`config.mk`:
```
export PLATFORM = sky130hd
export DESIGN_NAME = nvm_serial_port
export DESIGN_NICKNAME = d
export VERILOG_FILES = /design/src/rtl/nvm_serial_pkg.sv /design/src/rtl/nvm_serial_ctrl.sv /design/src/rtl/nvm_serial_dp.sv /design/src/rtl/nvm_serial_port.sv
export SDC_FILE = /design/constraint.sdc
export NUM_CORES = 1
export LEC_CHECK = 0
export BUFFER_PORTS_ARGS = -buffer_cell sky130_fd_sc_hd__clkbuf_2
export CAP_MARGIN = 20
export CORE_UTILIZATION = 49
export DETAILED_ROUTE_END_ITERATION = 10
export GPL_ROUTABILITY_DRIVEN = 0
export PLACE_DENSITY = 0.76
export SKIP_LAST_GASP = 1
export SLEW_MARGIN = 15
export SYNTH_ARGS = -nofsm -noshare
export SYNTH_HDL_FRONTEND = slang
export SYNTH_SLANG_ARGS = --single-unit
```
`constraint.sdc`:
```
create_clock -name clk -period 1.85 [get_ports clk]
set_input_delay 0.0925 -clock clk [delete_from_list [all_inputs] [get_ports clk]]
set_output_delay 0.0925 -clock clk [all_outputs]
set_load 0.005 [all_outputs]
```
`src/rtl/nvm_serial_pkg.sv`:
```
`timescale 1ns/1ps
package nvm_serial_pkg;

  // Control register bit positions (software-visible layout)
  localparam int BIT_DIN   = 0;
  localparam int BIT_DOUT  = 1;
  localparam int BIT_CLK   = 2;
  localparam int BIT_CS    = 3;
  localparam int BIT_READY = 4;
  localparam int BIT_REQ   = 5;
  localparam int REG_W     = 8;
  localparam int PIN_N     = 3;  // cs, clk, dout

  typedef enum logic [1:0] {
    ARB_FREE = 2'd0,
    ARB_MEM  = 2'd1,
    ARB_NVM  = 2'd2
  } arbState_t;

  // Strobes from control to datapath
  typedef struct packed {
    logic granted;
    logic ready;
  } ctrlStrb_t;

endpackage

```
`src/rtl/nvm_serial_ctrl.sv`:
```
`timescale 1ns/1ps
module nvm_serial_ctrl
  import nvm_serial_pkg::*;
#(
  parameter int CLK_MHZ   = 200,
  parameter int SETTLE_NS = 800
) (
  input  logic      clk,
  input  logic      rstN,
  input  logic      regWrEn,
  input  logic      reqNext,
  input  logic      memReq,
  output logic      memGnt,
  output ctrlStrb_t strb
);

  localparam int SETTLE_RAW = (SETTLE_NS * CLK_MHZ + 999) / 1000;
  localparam int SETTLE_CYC = (SETTLE_RAW < 1) ? 1 : SETTLE_RAW;
  localparam int CNT_W      = $clog2(SETTLE_CYC + 1);

  arbState_t            arbState, arbNext;
  logic [CNT_W-1:0]     settleCnt;
  logic                 readyQ;

  // Arbitration: memory requester wins a tie from the free state
  always_comb begin
    arbNext = arbState;
    unique case (arbState)
      ARB_FREE: begin
        if (memReq)       arbNext = ARB_MEM;
        else if (reqNext) arbNext = ARB_NVM;
      end
      ARB_MEM: begin
        if (!memReq) arbNext = reqNext ? ARB_NVM : ARB_FREE;
      end
      ARB_NVM: begin
        if (!reqNext) arbNext = ARB_FREE;
      end
      default: arbNext = ARB_FREE;
    endcase
  end

  always_ff @(posedge clk or negedge rstN) begin
    if (!rstN) begin
      arbState <= ARB_FREE;
    end else begin
      arbState <= arbNext;
    end
  end

  // Ready flag: immediate on first grant, settle timer after later writes
  always_ff @(posedge clk or negedge rstN) begin
    if (!rstN) begin
      readyQ    <= 1'b0;
      settleCnt <= '0;
    end else if (arbNext == ARB_NVM) begin
      if (arbState != ARB_NVM) begin
        readyQ    <= 1'b1;
        settleCnt <= '0;
      end else if (regWrEn) begin
        readyQ    <= 1'b0;
        settleCnt <= CNT_W'(SETTLE_CYC);
      end else if (settleCnt == CNT_W'(1)) begin
        readyQ    <= 1'b1;
        settleCnt <= '0;
      end else if (settleCnt != '0) begin
        settleCnt <= settleCnt - CNT_W'(1);
      end
    end else begin
      readyQ    <= 1'b0;
      settleCnt <= '0;
    end
  end

  assign memGnt       = (arbState == ARB_MEM);
  assign strb.granted = (arbState == ARB_NVM);
  assign strb.ready   = readyQ;

endmodule

```
`src/rtl/nvm_serial_dp.sv`:
```
`timescale 1ns/1ps
module nvm_serial_dp
  import nvm_serial_pkg::*;
(
  input  logic             clk,
  input  logic             rstN,
  input  logic             regWrEn,
  input  logic [REG_W-1:0] regWrData,
  input  ctrlStrb_t        strb,
  input  logic             nvmDin,
  output logic             reqNext,
  output logic [REG_W-1:0] regRdData,
  output logic [PIN_N-1:0] pinOut
);

  // pin index 0 = dout, 1 = clk, 2 = cs (matches register bits 1..3)
  logic [PIN_N-1:0] drvBits;
  logic             reqBit;
  logic             dinBit;

  always_ff @(posedge clk or negedge rstN) begin
    if (!rstN) begin
      reqBit <= 1'b0;
    end else if (regWrEn) begin
      reqBit <= regWrData[BIT_REQ];
    end
  end

  generate
    for (genvar i = 0; i < PIN_N; i++) begin : g_pin
      always_ff @(posedge clk or negedge rstN) begin
        if (!rstN) begin
          drvBits[i] <= 1'b0;
        end else if (regWrEn) begin
          drvBits[i] <= regWrData[BIT_DOUT + i];
        end
      end
      assign pinOut[i] = strb.granted & drvBits[i];
    end
  endgenerate

  always_ff @(posedge clk or negedge rstN) begin
    if (!rstN) begin
      dinBit <= 1'b0;
    end else begin
      dinBit <= strb.granted & nvmDin;
    end
  end

  assign reqNext = regWrEn ? regWrData[BIT_REQ] : reqBit;

  always_comb begin
    regRdData            = '0;
    regRdData[BIT_REQ]   = reqBit;
    regRdData[BIT_READY] = strb.ready;
    regRdData[BIT_CS]    = drvBits[2];
    regRdData[BIT_CLK]   = drvBits[1];
    regRdData[BIT_DOUT]  = drvBits[0];
    regRdData[BIT_DIN]   = dinBit;
  end

endmodule

```
`src/rtl/nvm_serial_port.sv`:
```
`timescale 1ns/1ps
module nvm_serial_port
  import nvm_serial_pkg::*;
#(
  parameter int CLK_MHZ   = 200,
  parameter int SETTLE_NS = 800
) (
  input  logic       clk,
  input  logic       rstN,
  input  logic       regWrEn,
  input  logic [7:0] regWrData,
  output logic [7:0] regRdData,
  input  logic       memReq,
  output logic       memGnt,
  output logic       nvmCs,
  output logic       nvmClk,
  output logic       nvmDout,
  input  logic       nvmDin
);

  ctrlStrb_t        strb;
  logic             reqNext;
  logic [PIN_N-1:0] pinOut;

  nvm_serial_ctrl #(
    .CLK_MHZ  (CLK_MHZ),
    .SETTLE_NS(SETTLE_NS)
  ) u_ctrl (
    .clk    (clk),
    .rstN   (rstN),
    .regWrEn(regWrEn),
    .reqNext(reqNext),
    .memReq (memReq),
    .memGnt (memGnt),
    .strb   (strb)
  );

  nvm_serial_dp u_dp (
    .clk      (clk),
    .rstN     (rstN),
    .regWrEn  (regWrEn),
    .regWrData(regWrData),
    .strb     (strb),
    .nvmDin   (nvmDin),
    .reqNext  (reqNext),
    .regRdData(regRdData),
    .pinOut   (pinOut)
  );

  assign nvmDout = pinOut[0];
  assign nvmClk  = pinOut[1];
  assign nvmCs   = pinOut[2];

endmodule

```
==> flow_metrics.tcl <==
set metrics [dict create \
    r2r_start "u_ctrl.settleCnt[4]" \
    fmax_mhz 594 \
    via_per_inst 5.43 \
    drive_gt1_share_pct 31.3 \
    fillers 134 \
    setup.reg_to_reg.worst_slack_ns 0.17 \
    rsz0062_at_grt "no" \
    clock_sinks 16 \
    min_from "regWrData[3]" \
    portBuffers 18 \
    setup_tns_ns 0 \
    netlist_area_um2 858 \
    critical_path_peak_fanout 7 \
    period_minus_slack_ns 1.68 \
    cap_violations 0 \
    ir_worst_vdd_uv 470 \
    syn_area_per_cell_um2 10.9 \
    antenna_cells 0 \
    core-area_um2 1580 \
    synthTopCellsByArea "dfrtp_1, mux2_2, buf_4, ha_1, and2_1" \
    syn_inst 79 \
    fin_cells 115 \
    startpoint "u_ctrl.settleCnt[4]" \
    insertion_delay_ns 0.29 \
    cts_tree "built" \
    htreeDepth 1 \
    pin_count 25 \
    crit_type "flop to flop" \
    placed_cells 109 \
    p_leak_nw 0.506 \
    drc 2 \
    skew_ns 0.00188 \
    worstPathArrival_ns 1.86 \
    dr.first_iter.drc_count 15 \
    clk_pin_slew_ns 0.09 \
    min_path_cells 2 \
    synth_cell_types 30 \
    ys_seq_area_share_pct 46.6 \
    ys_ff_latch 16 \
    std_cell_rows 14 \
    cts_made_buffers 3 \
    synth.top_cell.area_share_pct 46.6 \
    critPathLaunchType "flop" \
    endpoint_kind "flop" \
    gr-total-overflow 0 \
    grt_usage_pct 18.1 \
    synth_area_leader_cell "dfrtp_1" \
    final_antenna_net_count 0 \
    initial_utilization_pct 54.4 \
    cts_max_path_buffers 2 \
    vias 624 \
    grt_first_pass_wirelength_mm 2.51 \
    dp_hpwl_mm 1.09 \
    reg2reg_to "u_ctrl.readyQ" \
    dr.pass1.iters 7 \
    post_drt_wl_per_cell_um 12.4 \
    grt_antenna_before_repair 0 \
    area_growth_pct 15.5 \
    die_w_um 43.9 \
    wl_mm 1.43 \
    setup_viol_count_final 0 \
    status "complete, but fails checks" \
    first_global_vias 620 \
    die_y_um 43.9 \
    fin_nets 116 \
    utilization_pct 62.9 \
    powerDensity_nw_per_um2 764 \
    ys_warn_count 0 \
    reg2regPathDepth 4 \
    die-area_um2 1920 \
    drv_slew 0 \
    violations "DRC" \
    grt_max_degree 17 \
    finalHoldViolCount 0 \
    clock-root-buffer "clkbuf_4" \
    hold_path_class "input port to flop" \
    critPathRequiredTime_ns 2.03 \
    period_share_pct 91.0 \
    whs_endpoint "u_dp.regRdData[3]" \
]
## how the worst max path moves through the flow
stage / slack (ns) / cells after the start / endpoint
finish: 0.17 / 4 / u_ctrl.readyQ
CTS: 0.17 / 4 / u_ctrl.readyQ
global route: 0.06 / 4 / u_ctrl.settleCnt[7]
global placement: 0.22 / 4 / u_ctrl.readyQ
floorplan: 0.34 / 4 / u_ctrl.readyQ
detailed placement: 0.20 / 4 / u_ctrl.readyQ
## per-stage QoR
step           area, um2  setup WS (ns)  power (mW)  hold WS (ns)
2_1_floorplan        862          0.341       0.494        -0.203
3_3_place_gp         935          0.222       0.529        0.0361
3_5_place_dp         935          0.196       0.533        0.0385
4_1_cts              991          0.174       0.768        0.0235
5_1_grt              991         0.0590       0.800        0.0302
6_report             991          0.166       0.757        0.0300
## final cells by class
cell class                      instances  area [um2]  share of cell area (%)
Clock buffer                            4        36.3                    3.66
Inverter                                4        15.0                    1.52
Tap cell                               16        20.0                    2.02
Sequential cell                        16         400                    40.4
Timing Repair Buffer                   20         110                    11.1
Multi-Input combinational cell         55         409                    41.3
## logic make-up (layout without fill, tap and decap cells)
group / count (synthesis) / count (layout) / share of synthesized area (%)
DFF: 16 / 16 / 46.6
xor gates and xnor gates: 2 / 2 / 2.04
muxes: 7 / 7 / 8.89
other: 1 / 2 / 0.437
buffers and inverters: 9 / 28 / 6.12
AOI/OAI and AO/OA: 14 / 14 / 11.5
adders and majority gates: 3 / 3 / 4.37
and+or+nand+nor: 27 / 27 / 20.0
## flip-flops by register name (all words and copies together), names as in the netlist
name and flops:
u_dp.dinBit 1, u_ctrl.settleCnt 8, u_dp.reqBit 1, u_dp.regRdData 3, u_ctrl.readyQ 1, u_ctrl.arbState 2
## layer usage
metal,GRT usage (%),routed length [um]
met2,31.0,732
met5,0,0
met1,21.3,615
met3,6.25,54
met4,5.45,24
## synthesized netlist by cell type, drive strengths merged
library cell and count:
o211ai 2, mux2 5, and3 1, nand4b 1, o31ai 1, and2b 1
xnor2 2, a211oi 3, inv 4, nor3 1, a21boi 1, o21a 1
o21ai 1, and2 5, dfrtp 16, nor2b 2, mux2i 2, ha 3
buf 5, a21oi 4, nand3 2, nor2 6, nor4 2, a211o 1
or4 2, nand2 4, conb 1
## worst max-delay path, cell delays in order (launching register included)
cell and delay [ns]:
dfrtp_1 0.48, nor4_4 0.43, nand3_1 0.15, nand2_1 0.17
mux2_2 0.34
## where the power goes
| group | internal [mW] | total, mW | switching (mW) |
|---|---|---|---|
| clock network | 0.120 | 0.229 | 0.109 |
| registers | 0.371 | 0.390 | 0.0189 |
| logic | 0.0724 | 0.137 | 0.0650 |
| total | 0.564 | 0.757 | 0.193 |
## placed cells by master (no fill, tap or decap)
cell and count:
nor4_2 1, nand2_1 4, a211oi_2 1, a211o_1 1, and3_1 1, a21boi_0 1, clkbuf_2 18, or4_4 1
nor2_1 6, mux2_2 5, nand3_1 2, o21ai_0 1, dfrtp_1 16, nor3_1 1, o211ai_1 2, nand4b_1 1
or4_1 1, and2_1 5, ha_1 3, a21oi_1 4, clkbuf_4 3, o21a_1 1, a211oi_1 2, and2b_1 1
mux2i_1 2, xnor2_1 2, clkbuf_8 1, dlygate4sd3_1 2, conb_1 2, nor4_4 1, nor2b_1 2, inv_1 4
o31ai_1 1
## timing repair
action | CTS | global route
buffers inserted | 0 | 0
hold buffers | 2 | 0
resized for setup | 0 | 0
endpoints found under the hold margin | 17 | 0
Note: power is estimated with default switching activity, not from simulation.
